## config.mk

```make
export PLATFORM = sky130hd
export DESIGN_NAME = pwr_state_seq
export DESIGN_NICKNAME = d
export VERILOG_FILES = /design/src/rtl/pss_pkg.sv /design/src/rtl/pss_regs.sv /design/src/rtl/pss_fsm.sv /design/src/rtl/pss_rails.sv /design/src/rtl/pwr_state_seq.sv
export SDC_FILE = /design/constraint.sdc
export NUM_CORES = 1
export LEC_CHECK = 0
export CELL_PAD_IN_SITES_DETAIL_PLACEMENT = 1
export CELL_PAD_IN_SITES_GLOBAL_PLACEMENT = 1
export CORE_AREA = 2 2 39 41
export CTS_BUF_LIST = sky130_fd_sc_hd__clkbuf_8
export CTS_CLUSTER_DIAMETER = 40
export DETAILED_ROUTE_END_ITERATION = 8
export DIE_AREA = 0 0 41 43
export DONT_BUFFER_PORTS = 1
export PLACE_DENSITY_LB_ADDON = 0.1
export SYNTH_ARGS = -nofsm -noshare
export SYNTH_HDL_FRONTEND = slang
export SYNTH_SLANG_ARGS = --single-unit
```

## constraint.sdc

```tcl
create_clock -name clk -period 3.8 [get_ports clk]
set_input_delay 0.76 -clock clk [delete_from_list [all_inputs] [get_ports clk]]
set_output_delay 0.76 -clock clk [all_outputs]
set_load 0.005 [all_outputs]
```

## src/rtl/pss_pkg.sv

```systemverilog
package pss_pkg;

    localparam int NUM_STATES = 7;
    localparam int CODE_W     = 3;

    // Encoding value equals the one-hot bit position of the state.
    typedef enum logic [CODE_W-1:0] {
        ST_S0 = 3'd0,
        ST_S1 = 3'd1,
        ST_S2 = 3'd2,
        ST_S3 = 3'd3,
        ST_S4 = 3'd4,
        ST_S5 = 3'd5,
        ST_G3 = 3'd6
    } gstate_e;

    typedef struct packed {
        logic cpu_ret;
        logic cache_ret;
        logic mem_sref;
        logic rail_en;
    } rails_t;

    typedef struct packed {
        logic    valid;
        gstate_e target;
    } sleep_cmd_t;

endpackage

```

## src/rtl/pss_regs.sv

```systemverilog
module pss_regs
    import pss_pkg::*;
#(
    parameter int ADDR_W = 2,
    parameter int DATA_W = 4
) (
    input  logic              clk,
    input  logic              rst_n,
    input  logic              wr,
    input  logic [ADDR_W-1:0] addr,
    input  logic [DATA_W-1:0] wdata,
    input  logic              in_off,
    output logic              sci_en,
    output sleep_cmd_t        cmd
);

    localparam logic [ADDR_W-1:0] MODE_ADDR  = ADDR_W'(0);
    localparam logic [ADDR_W-1:0] SLEEP_ADDR = ADDR_W'(1);
    localparam int ON_BIT   = 0;
    localparam int OFF_BIT  = 1;
    localparam int CODE_LSB = 0;
    localparam int TRIG_BIT = CODE_LSB + CODE_W;

    typedef struct packed {
        logic sci;
    } regs_t;

    regs_t regs_d, regs_q;
    logic [CODE_W-1:0] code;
    logic mode_wr, sleep_wr;

    always_comb begin
        mode_wr  = wr && (addr == MODE_ADDR);
        sleep_wr = wr && (addr == SLEEP_ADDR);
        code     = wdata[CODE_LSB +: CODE_W];

        regs_d = regs_q;
        if (in_off) begin
            regs_d.sci = 1'b0;
        end else if (mode_wr) begin
            if (wdata[ON_BIT] && !wdata[OFF_BIT]) begin
                regs_d.sci = 1'b1;
            end else if (wdata[OFF_BIT] && !wdata[ON_BIT]) begin
                regs_d.sci = 1'b0;
            end
        end

        // Trigger bit acts only in the cycle it is written.
        cmd.valid  = sleep_wr && wdata[TRIG_BIT] && regs_q.sci
                     && (code >= 3'd1) && (code <= 3'd5);
        cmd.target = gstate_e'(code);
    end

    always_ff @(posedge clk or negedge rst_n) begin
        if (!rst_n) begin
            regs_q <= '0;
        end else begin
            regs_q <= regs_d;
        end
    end

    assign sci_en = regs_q.sci;

endmodule

```

## src/rtl/pss_fsm.sv

```systemverilog
module pss_fsm
    import pss_pkg::*;
(
    input  logic       clk,
    input  logic       rst_n,
    input  sleep_cmd_t cmd,
    input  logic       wake,
    input  logic       press,
    input  logic       ovr,
    input  logic       fail,
    input  logic       good,
    output gstate_e    state
);

    typedef struct packed {
        gstate_e st;
    } fsm_t;

    fsm_t fsm_d, fsm_q;

    always_comb begin
        fsm_d = fsm_q;
        if (fail) begin
            fsm_d.st = ST_G3;
        end else begin
            unique case (fsm_q.st)
                ST_G3: begin
                    if (good) fsm_d.st = ST_S5;
                end
                ST_S5: begin
                    if (!ovr && press) fsm_d.st = ST_S0;
                end
                ST_S0: begin
                    if (ovr)            fsm_d.st = ST_S5;
                    else if (cmd.valid) fsm_d.st = cmd.target;
                end
                ST_S1, ST_S2, ST_S3: begin
                    if (ovr)       fsm_d.st = ST_S5;
                    else if (wake) fsm_d.st = ST_S0;
                end
                ST_S4: begin
                    if (ovr)                fsm_d.st = ST_S5;
                    else if (wake || press) fsm_d.st = ST_S0;
                end
                default: fsm_d.st = ST_G3;
            endcase
        end
    end

    always_ff @(posedge clk or negedge rst_n) begin
        if (!rst_n) begin
            fsm_q.st <= ST_G3;
        end else begin
            fsm_q <= fsm_d;
        end
    end

    assign state = fsm_q.st;

endmodule

```

## src/rtl/pss_rails.sv

```systemverilog
module pss_rails
    import pss_pkg::*;
(
    input  gstate_e                 state,
    output logic [NUM_STATES-1:0]   state_oh,
    output rails_t                  rails
);

    for (genvar i = 0; i < NUM_STATES; i++) begin : g_oh
        assign state_oh[i] = (CODE_W'(state) == CODE_W'(i));
    end

    always_comb begin
        rails = '0;
        unique case (state)
            ST_S0, ST_S1: rails = '{cpu_ret: 1'b1, cache_ret: 1'b1,
                                    mem_sref: 1'b0, rail_en: 1'b1};
            ST_S2:        rails = '{cpu_ret: 1'b0, cache_ret: 1'b0,
                                    mem_sref: 1'b0, rail_en: 1'b1};
            ST_S3:        rails = '{cpu_ret: 1'b0, cache_ret: 1'b0,
                                    mem_sref: 1'b1, rail_en: 1'b0};
            default:      rails = '0;
        endcase
    end

endmodule

```

## src/rtl/pwr_state_seq.sv

```systemverilog
module pwr_state_seq
    import pss_pkg::*;
#(
    parameter int ADDR_W = 2,
    parameter int DATA_W = 4,
    parameter int N_WAKE = 4
) (
    input  logic                  clk,
    input  logic                  rst_n,
    input  logic                  reg_wr,
    input  logic [ADDR_W-1:0]     reg_addr,
    input  logic [DATA_W-1:0]     reg_wdata,
    input  logic [N_WAKE-1:0]     wake_evt,
    input  logic                  pwrbtn_press,
    input  logic                  pwrbtn_ovr,
    input  logic                  pwr_fail,
    input  logic                  pwr_good,
    output logic [NUM_STATES-1:0] state_oh,
    output logic                  sci_en,
    output logic                  cpu_ctx_ret,
    output logic                  cache_ret,
    output logic                  mem_sref,
    output logic                  main_rail_en
);

    gstate_e    state;
    sleep_cmd_t cmd;
    rails_t     rails;
    logic       in_off;

    assign in_off = (state == ST_S5) || (state == ST_G3);

    pss_regs #(.ADDR_W(ADDR_W), .DATA_W(DATA_W)) u_regs (
        .clk    (clk),
        .rst_n  (rst_n),
        .wr     (reg_wr),
        .addr   (reg_addr),
        .wdata  (reg_wdata),
        .in_off (in_off),
        .sci_en (sci_en),
        .cmd    (cmd)
    );

    pss_fsm u_fsm (
        .clk   (clk),
        .rst_n (rst_n),
        .cmd   (cmd),
        .wake  (|wake_evt),
        .press (pwrbtn_press),
        .ovr   (pwrbtn_ovr),
        .fail  (pwr_fail),
        .good  (pwr_good),
        .state (state)
    );

    pss_rails u_rails (
        .state    (state),
        .state_oh (state_oh),
        .rails    (rails)
    );

    assign cpu_ctx_ret  = rails.cpu_ret;
    assign cache_ret    = rails.cache_ret;
    assign mem_sref     = rails.mem_sref;
    assign main_rail_en = rails.rail_en;

endmodule

```

After elaboration in Yosys (flattened, before gate mapping). Index checks and enable logic that the tools add are counted.

Output and inout bits: 12. Flip-flop bits (word level): 4. Word-level logic and storage cells: 54. Input bits: 17.

Reduce and logical (&&, ||, !) cells: 23. $lt $le $gt $ge: 2. Eq/ne operators: 12. Muxes and demuxes: 15.

Operators with widths (number): $mux W3 (9); $pmux W3 S5 (1); $ne A4 B3 Y1 const B (3); $pmux W4 S3 (1); $eq A3 B3 Y1 const B (3); $logic_and A1 B1 Y1 (9); $eq A3 B2 Y1 const B (2); $reduce_and A5 Y1 (1); $mux W1 (4); $reduce_or A4 Y1 (1); $eq A3 B1 Y1 const B (1); $ge A3 B1 Y1 const B (1); $le A3 B3 Y1 const B (1); $logic_not A1 Y1 (3); $logic_not A3 Y1 (1); $ne A3 B2 Y1 const B (1); $ne A3 B3 Y1 const B (1); $reduce_bool A3 Y1 (1); $reduce_or A3 Y1 (1); $eq A2 B1 Y1 const B (1); $logic_not A2 Y1 (1); $logic_or A1 B1 Y1 (2); $reduce_and A2 Y1 (1); $reduce_bool A2 Y1 (1); $reduce_or A2 Y1 (1).

Depth between registers and ports, before layout.
Depth in word-level cells: 10. Gate-level depth with buffers: 5. Mapped depth without buffers: 4.

By module. Synthesis repeated with hierarchy kept, for this count alone.

Cells, all modules: 62. Area total of the unflattened synthesis: 508.0 µm².

Modules (own cells, without submodules): pss_fsm (instances 1, sequential area each 77.6 µm², area each 287.8 µm², cells an instance 35); pss_regs (instances 1, sequential area each 25.0 µm², area each 116.4 µm², cells an instance 13); pss_rails (instances 1, sequential area each 0.0 µm², area each 81.3 µm², cells an instance 11); pwr_state_seq (instances 1, sequential area each 0.0 µm², area each 22.5 µm², cells an instance 3).

Worst setup path before layout. Ideal clock, no wire load.

Kind: input port to flip-flop. From: input port reg_addr[1]. To: register u_fsm.fsm_q, in the netlist u_fsm.state[0]. Path buffers: 0. Slack: 1.918 ns. Library setup time: 0.125 ns. Stages: 4. Arrival: 1.757 ns. Cell sequence: nand2b_4 -> a2111oi_4 -> o2111ai_4 -> mux2_4.

Longest elaborated chain between the ends: 8.

RTL lines: from (decl) (line pwr_state_seq.sv:11) `input logic [ADDR_W-1:0] reg_addr,`; $eq A2 B1 Y1 (line pss_regs.sv:34) `sleep_wr = wr && (addr == SLEEP_ADDR);`; $logic_and A1 B1 Y1 (line pss_regs.sv:34); $logic_and A1 B1 Y1 (2 in series) (line pss_regs.sv:49) `cmd.valid = sleep_wr && wdata[TRIG_BIT] && regs_q.sci`; $logic_and A1 B1 Y1 (2 in series) (line pss_regs.sv:50) `&& (code >= 3'd1) && (code <= 3'd5);`; $ne A4 B3 Y1 (no line); $reduce_and A5 Y1 (no line); to (signal assigned) (line pss_fsm.sv:54) `fsm_q <= fsm_d;`; to (decl) (line pss_fsm.sv:19) `fsm_t fsm_d, fsm_q;`.

Every way passes these cells. A chain may end at the register's enable or synchronous reset.

Worst setup path in the final report.
From: register u_fsm.fsm_q, in the netlist u_fsm.state[2]. To: output port state_oh[1].

Longest elaborated chain between the ends: 1.

RTL lines: $eq A3 B1 Y1 (line pss_rails.sv:10) `assign state_oh[i] = (CODE_W'(state) == CODE_W'(i));`; to (decl) (line pwr_state_seq.sv:18) `output logic [NUM_STATES-1:0] state_oh,`.

Every way passes these cells.

==> impl_results.md <==
* Status: complete, no violations
* Port Buffers at 0
* Post-synth EDFFs at 0
* Core Rows at 14
* CP Max Fanout at 16
* Reg area at approximately 100 um^2
* Initial antenna violation count at 0
* Clock slew at reported path FFs at 0.03 ns
* RSZ-0062 raised after global routing: no
* All-Layer GR Usage at 0.146
* DR iter-0 viols at 5
* DRC viols at 0
* Final instance area at 528 um^2
* Cell Area, Placed at 487 um^2
* Cell Count, Final, Fillers Out at 67
* Top Ports at 29
* Crit. End Element: primary output
* Core Area at 1380 um^2
* Setup tns final at 0 ns
* Clock latency on the worst-skew pair at around 0.22 ns
* Syn Std Cell Area at 488 um^2
* Setup violations, final at 0
* Cell Pwr Density at approximately 660 nW/um^2
* Tmin final at 2.01 ns
* Antenna Cells at 0
* Cell-by-cell trace of the critical path: nor2_1, and2_1
* Total CTS buffers at 3
* Syn avg cell area at 9.38 um^2
* Final hold viol count at 0
* Internal reg-to-reg setup slack at 1.98 ns
* YS warnings at 0
* Net Sw Power at ~0.00014 W
* Critical path launch point type: register
* Max frequency at 498 MHz
* Reg2reg end: u_fsm.state[0]$_DFFE_PN0P_
* Full die area at 1760 um^2
* Post-synthesis sequential area ratio at 0.210
* Average wire per standard cell at between 15 and 20 um
* Yosys top cell area share at 0.108
* Worst flop-to-flop path startpoint: u_fsm.state[2]$_DFFE_PN1P_
* Sequential power share at 0.369
* Clock Skews at 0.00438 ns
* First-pass GRT wire length at between 1500 and 2000 um
* Crit path max-delay cell type: dfstp_2
* Total power at 0.000350 W
* Data arrival time of the worst path at 1.25 ns
* Area of the multi-input gates at roughly 360 um^2
* Detailed Route WL at 1150 um
* Antenna viol nets, final at 0
* Postcts setup bufs at 0
* Gate count after technology mapping at between 50 and 60
* P_leak at 0.201 nW
* CTS Buffer Depth at 2
* Relative slew slack at 0.693
* 1st-pass router iterations at 2
* Clk sink count at 4
* Fin Hold WS at 0.240 ns
* Synth-to-Final Area Change at 8.21%
* Clock share of power at 0.252
* Synthesized net count at approximately 70
* Via Count at slightly above 400
* Async SR Flop Fraction at 1.00
* Main synth FF type: dfstp_2
* Int Power at 0.000211 W
* Final Max Tran Viols at 0
* Total of max-cap violations at 0
* Routed vias/inst at 6.15
* Critical Path Max Stage Delay at 0.68 ns
* CTS tree: done
* Number of nets in the layout at 70
* Die Ht at between 40 and 50 um
* H-tree level count at 1
* CTS root buffer: clkbuf_8
* VDD IR-drop max at 0.000276 V
* DP Wirelength at 915 um
* Hold_buf cts at 0
* Fill cell count at 168
* RePlAce Congestion at between 0.8 and 0.9
* Sw frac at 0.398
* Total gr overflow at 0
* Biggest area consumer among synthesized cells: dfstp_2
* Synth top area cells: dfstp_2, dfrtp_1, mux2_4
* Period utilization at 0.528
* Largest net degree at the start of global routing at 18
* Crit path max-delay family: flip-flops
* Worst Tran Pin Value at 0.449 ns
* Share of cells above drive strength 1 at 0.333
* WS Path Type: reg2out
* Number of global-route vias before repair at 424
* Placed cell count at 64
* Top cells by count, synth: a21oi_1, nand3_1, nor2_1
* Worst path required time at 3.04 ns
* Initial core utilization at 0.353
* Die Wd at 41 um
* FF+latch count, synth at 4
* Hold Crit Class: in2async
* Share of total power in combinational logic at 0.380
* Worst-case reg-to-reg path depth at 4
* Yosys cell types at 32
* Most frequent cell after synthesis: a21oi_1
* Post-CTS Resized at 0
* Critical path buffers and inverters at 0
worst register-to-register path, stage by stage, from the launching register on:
cell	delay [ns]
dfstp_2	0.68
nand2_2	0.12
or4_4	0.44
o2111ai_4	0.13
mux2_4	0.32
placed cells by master, fill, tap and decap left out, types with 2 or more instances in the layout:
cell type  count
a21oi_1        5
nor2_1         4
nand3_1        4
nor3b_1        3
and3b_1        3
mux2_4         3
clkbuf_8       3
nand2b_1       2
dfrtp_1        2
dfstp_2        2
sequential cells by signal, summed over array words and instances (netlist names):
signal	cells
u_regs.sci_en	1
u_fsm.state	3
worst max path at each step:
stage,from,end,slack [ns],cells after the start
6_report,u_fsm.state[2]$_DFFE_PN1P_,state_oh[1],1.79,2
5_1_grt,u_fsm.state[2]$_DFFE_PN1P_,state_oh[1],1.71,2
4_1_cts,u_fsm.state[1]$_DFFE_PN1P_,state_oh[1],1.78,2
3_5_place_dp,reg_addr[1],u_fsm.state[0]$_DFFE_PN0P_,1.89,4
3_3_place_gp,reg_addr[1],u_fsm.state[0]$_DFFE_PN0P_,1.90,4
2_1_floorplan,reg_addr[1],u_fsm.state[0]$_DFFE_PN0P_,1.92,4
through the flow:
step	worst slack (ns)	util
floorplan	1.92	-
global placement	1.90	0.352
detailed placement	1.89	0.352
CTS	1.78	0.382
global route	1.71	0.382
finish	1.79	0.382
final cells by class:
| class | instances | share of cell area |
|---|---|---|
| Tap cell | 16 | 0.0379 |
| Sequential cell | 4 | 0.194 |
| Clock buffer | 3 | 0.0782 |
| Multi-Input combinational cell | 43 | 0.682 |
| Inverter | 1 | 0.00711 |
power by group through the flow:
stage	sequential, W	combinational [W]	clock (W)
final	0.000129	0.000133	0.0000881
after global routing	0.000138	0.000146	0.0000939
after CTS	0.000130	0.000135	0.0000906
after detailed placement	0.000130	0.000135	0
after global placement	0.000127	0.000135	0
after floorplan	0.0000876	0.000157	0
cells by family (layout without fill, tap and decap cells):
logic type / after synthesis / after routing / synth area share
AO/OA/AOI/OAI: 13 / 13 / 0.274
buffers and inverters: 5 / 4 / 0.0513
flip-flops: 4 / 4 / 0.210
AND/OR/NAND/NOR: 27 / 27 / 0.372
multiplexers: 3 / 3 / 0.0923
layer usage:
metal / global-route usage / routed length (um) / up-vias
li1: - / - / 196
met1: 0.165 / 469 / 194
met2: 0.222 / 574 / 20
met3: 0.0733 / 96 / 2
met4: 0.0600 / 11 / 0
met5: 0 / 0 / -
(Power assumes the default switching activity.)
